File: src/rtl/storm_throttle.sv
module storm_throttle #(
  parameter int NPINS  = 8,
  parameter int THRESH = 10000,
  parameter int CLK_HZ = 50_000_000,
  localparam int PW  = $clog2(NPINS),
  localparam int CW  = $clog2(THRESH + 1),
  localparam int DLY = CLK_HZ / 100,
  localparam int TW  = $clog2(DLY + 1)
) (
  input  logic             clk,
  input  logic             rst_n,
  input  logic             eoi_valid,
  input  logic [PW-1:0]    eoi_pin,
  input  logic [NPINS-1:0] req_bits,
  input  logic [NPINS-1:0] mask_bits,
  input  logic [NPINS-1:0] level_mode,
  input  logic [NPINS-1:0] remote_pend,
  output logic             redeliver_valid,
  output logic [PW-1:0]    redeliver_pin,
  output logic             defer_valid,
  output logic [PW-1:0]    defer_pin
);

  logic [CW-1:0] cnt [NPINS];
  logic          pend, scan;
  logic [TW-1:0] tmr;
  logic [PW-1:0] idx;

  wire in_rng = {1'b0, eoi_pin} < (PW+1)'(NPINS);
  wire live   = eoi_valid && in_rng && level_mode[eoi_pin];
  wire fire   = live && req_bits[eoi_pin] && !mask_bits[eoi_pin];
  wire at_lim = fire && (cnt[eoi_pin] == CW'(THRESH - 1));
  wire elig   = level_mode[idx] && req_bits[idx] && !remote_pend[idx];

  always_ff @(posedge clk or negedge rst_n) begin
    if (!rst_n) begin
      for (int i = 0; i < NPINS; i++) cnt[i] <= '0;
      redeliver_valid <= 1'b0;
      redeliver_pin   <= '0;
      defer_valid     <= 1'b0;
      defer_pin       <= '0;
      pend <= 1'b0;
      scan <= 1'b0;
      tmr  <= '0;
      idx  <= '0;
    end else begin
      redeliver_valid <= fire && !at_lim;
      redeliver_pin   <= eoi_pin;
      defer_valid     <= 1'b0;
      for (int i = 0; i < NPINS; i++)
        if (live && eoi_pin == PW'(i))
          cnt[i] <= (fire && !at_lim) ? cnt[i] + CW'(1) : '0;
      if (!pend) begin
        if (at_lim) begin
          pend <= 1'b1;
          tmr  <= TW'(DLY - 1);
        end
      end else if (!scan) begin
        if (tmr == '0) begin
          scan <= 1'b1;
          idx  <= '0;
        end else begin
          tmr <= tmr - TW'(1);
        end
      end else begin
        defer_valid <= elig;
        defer_pin   <= idx;
        if (idx == PW'(NPINS - 1)) begin
          scan <= 1'b0;
          pend <= 1'b0;
        end else begin
          idx <= idx + PW'(1);
        end
      end
    end
  end

  a_r2_redeliver_cause: assert property (@(posedge clk) disable iff (!rst_n)
    redeliver_valid |-> $past(eoi_valid && level_mode[eoi_pin] &&
                              req_bits[eoi_pin] && !mask_bits[eoi_pin]));

  a_r2_redeliver_pin: assert property (@(posedge clk) disable iff (!rst_n)
    redeliver_valid |-> redeliver_pin == $past(eoi_pin));

  for (genvar g = 0; g < NPINS; g++) begin : g_chk
    a_r3_count_below_limit: assert property (@(posedge clk) disable iff (!rst_n)
      cnt[g] < CW'(THRESH));
  end

  a_r6_defer_in_walk: assert property (@(posedge clk) disable iff (!rst_n)
    defer_valid |-> $past(scan) && $past(pend));

  a_r6_ascending: assert property (@(posedge clk) disable iff (!rst_n)
    defer_valid && $past(defer_valid) |-> defer_pin > $past(defer_pin));

endmodule

File: config.mk
export PLATFORM = sky130hd
export DESIGN_NAME = storm_throttle
export DESIGN_NICKNAME = d
export VERILOG_FILES = /design/src/rtl/storm_throttle.sv
export SDC_FILE = /design/constraint.sdc
export NUM_CORES = 1
export LEC_CHECK = 0
export ABC_AREA = 1
export BUFFER_PORTS_ARGS = -buffer_cell sky130_fd_sc_hd__buf_2
export CORE_MARGIN = 2
export CORE_UTILIZATION = 39
export CTS_BUF_LIST = sky130_fd_sc_hd__clkbuf_16
export CTS_CLUSTER_DIAMETER = 100
export DETAILED_ROUTE_END_ITERATION = 10
export HOLD_SLACK_MARGIN = 0.06
export SETUP_SLACK_MARGIN = 0.02
export SYNTH_ARGS = -nofsm -noshare
export SYNTH_HDL_FRONTEND = slang
export SYNTH_SLANG_ARGS = --single-unit
File: constraint.sdc
create_clock -name clk -period 1.94 [get_ports clk]
set_input_delay 0.388 -clock clk [delete_from_list [all_inputs] [get_ports clk]]
set_output_delay 0.388 -clock clk [all_outputs]
set_load 0.03 [all_outputs]
==> flow_metrics.tcl <==
set metrics [dict create \
    areaGrowthSynthToFinish_pct 30.5 \
    setup_violations 0 \
    die_h_um 158 \
    async_flop_share 1.00 \
    crit_fanout 5 \
    die_w_um 158 \
    clock-sinks 144 \
    cp_cell_sequence "nand3_2 > nand2_2 > inv_1 > nand2_1 > nor2_1 > nand2_1 > nor2_1 > nand2_1 > nand2_2 > nand2_4 > nand2_4 > nand2_8 > clkbuf_16 > nand2_1 > nand2_1" \
    cp_top_family "simple AND/OR/NAND/NOR gates" \
    gp_congestion 0.913 \
    power_density_nw_per_um2 642 \
    crit_top_cell "nand2_1" \
    syn_area_sq_um 9240 \
    cp_data_arrival_time_ns 2.23 \
    power.leakage_nw 5.88 \
    rrSetupSlack_ns 0.04 \
    grt_max_degree 47 \
    fin_nets 1571 \
    cp-end-kind "register" \
    synthCells 1328 \
    initial_core_util 0.395 \
    synth_seq_cells 144 \
    drive_gt1_frac 0.216 \
    clk_path_buf_depth 2 \
    final_cell_mix "nand2_1 (357), nor2_1 (154), buf_4 (144)" \
    synth_nets 1377 \
    p_int_w 0.00544 \
    finalCritPeriodShare 0.981 \
    grt_pass1_vias 8687 \
    clock_power_share 0.411 \
    clk_pin_slew_ns 0.07 \
    tightest_slew_ns 0.505 \
    timing.fmax_mhz 526 \
    worstPathRequired_ns 2.26 \
    drc_errors 0 \
    total_power_w 0.00775 \
    finalClockSkew_ns 0.0168 \
    hold_viol 0 \
    clk_latency_ns 0.44 \
    dp_hpwl_mm 20.0 \
    cts_tree "yes" \
    ys_seq_area_frac 0.390 \
    diodes 0 \
    hp-class "primary input to register" \
    via_count 9289 \
    grt_overflow 0 \
    maxSlewHeadroom 0.663 \
    htree_levels 4 \
    wl_mm 27.6 \
    wl_per_cell_um 14.9 \
    p_switching_w 0.00231 \
    drv_slew 0 \
    cp-start-kind "register" \
    synth_warnings 0 \
    synth-edff-count 0 \
    drv_cap 0 \
    fp-row-count 56 \
    dr.pass1.iters 7 \
    synth_top_cell_by_area "dfrtp_1" \
    antenna_found_initial 0 \
    seqPwrFrac 0.440 \
    io_pins 46 \
    root_buffer "clkbuf_16" \
    cts_buffers 17 \
    p_comb_frac 0.150 \
    port_buffers 45 \
    irDropWorstVdd_mv 0.503 \
    cpMaxStageDelayCell "dfrtp_1" \
    synth_ff_type "dfrtp_1" \
    ant_nets 0 \
    switching_share 0.298 \
    synth.distinct_cells 41 \
    path_class "register to register" \
    period_needed_ns 1.90 \
    path_buf_inv 2 \
    final_common_cell "nand2_1" \
    track_usage 0.221 \
    final_cells 1854 \
    grt_pass1_wl_mm 43.6 \
    rsz0062_at_grt "true" \
    avgSynthCellArea_sq_um 6.96 \
    slowest_delay_ns 0.43 \
    synth_area_leaders "dfrtp_1 (39%), nand2_1 (15%), nand3_1 (7.0%)" \
    die_area_sq_um 24900 \
    setup_tns_ns 0 \
    synth_top_area_frac 0.390 \
    status "complete, no violations" \
    core_area_sq_um 23400 \
    vias_per_cell 5.01 \
    drtIter0Drc 695 \
    place_inst 1794 \
]
==> state kept, by name, indices dropped and copies added (netlist names) <==
name             count
cnt                112
tmr                 19
defer_pin            3
idx                  3
redeliver_pin        3
defer_valid          1
pend                 1
redeliver_valid      1
scan                 1
==> cell type report <==
| type | instances | area (sq um) |
|---|---|---|
| fillers | 2317 | 11300 |
| clock inverters | 15 | 135 |
| repair buffers | 219 | 1820 |
| multi-input cells | 997 | 5120 |
| well taps | 319 | 399 |
| clock buffers | 17 | 425 |
| inverters | 143 | 552 |
| flip-flops and latches | 144 | 3610 |
==> per-stage QoR <==
step	util	instance area (sq um)	setup slack (ns)	hold WS, ns
3_5_place_dp	0.467	10900	-0.582	0.369
5_1_grt	0.516	12100	-0.0487	0.303
4_1_cts	0.494	11600	0.0379	0.309
6_report	0.516	12100	0.0372	0.316
3_3_place_gp	0.467	10900	-0.505	0.365
2_1_floorplan	-	9340	-0.0234	0.0924
==> synthesized netlist by cell type, types with 5 or more instances <==
library cell    n
nor3b_1         5
inv_1         136
or2_2           8
xnor2_1        11
dfrtp_1       144
xor2_1         69
buf_2          24
nand4_1        27
nand3_1       129
nor3_1         25
buf_4           9
clkbuf_1       10
a21oi_1        84
nor2_1        171
a22oi_1         6
ha_1           11
o21ai_0        36
o21ai_1         5
nand2_1       375
==> metal layers <==
metal	vias to the layer above	track usage	share of wire	routed length, um
li1	4665	-	-	-
met1	4323	0.313	0.47	13000
met2	260	0.347	0.46	12600
met3	41	0.0408	0.054	1500
met4	0	0.0631	0.018	504
met5	-	0	0	0
==> power groups by stage <==
stage	clock (W)	sequential, W	combinational (W)
2_1_floorplan	0	0.00339	0.000618
6_report	0.00318	0.00341	0.00116
3_5_place_dp	0	0.00344	0.00106
4_1_cts	0.00325	0.00339	0.00108
5_1_grt	0.00341	0.00343	0.00129
3_3_place_gp	0	0.00344	0.00105
==> cells by family after synthesis <==
family                   count (synthesis)  share of synthesized area
AO/OA/AOI/OAI                          144                     0.0842
XOR/XNOR                                80                     0.0758
adder cells (fa/ha/maj)                 11                     0.0149
buffers and inverters                  189                     0.0853
flip-flops                             144                      0.390
AND/OR/NAND/NOR                        760                      0.350
==> path summary, 6_finish.rpt <==
path                                         end    startpoint  cells past startpoint
worst max-delay path                     tmr[10]        cnt[5]                     15
worst min-delay path            redeliver_pin[0]    eoi_pin[0]                      2
worst max register to register           tmr[10]        cnt[5]                     15
worst min register to register      defer_pin[0]  defer_pin[0]                      2
max in group asynchronous           defer_pin[2]         rst_n                      3
min in group asynchronous                cnt[30]         rst_n                      2
==> what timing repair did <==
item	in CTS	in global routing
hold endpoints to repair	41	0
setup endpoints to repair	124	129
resized for setup	12	76
pin swaps	2	21
hold buffers	1	0
cloned	0	9
setup buffers	3	15
(Power assumes the default switching activity.)
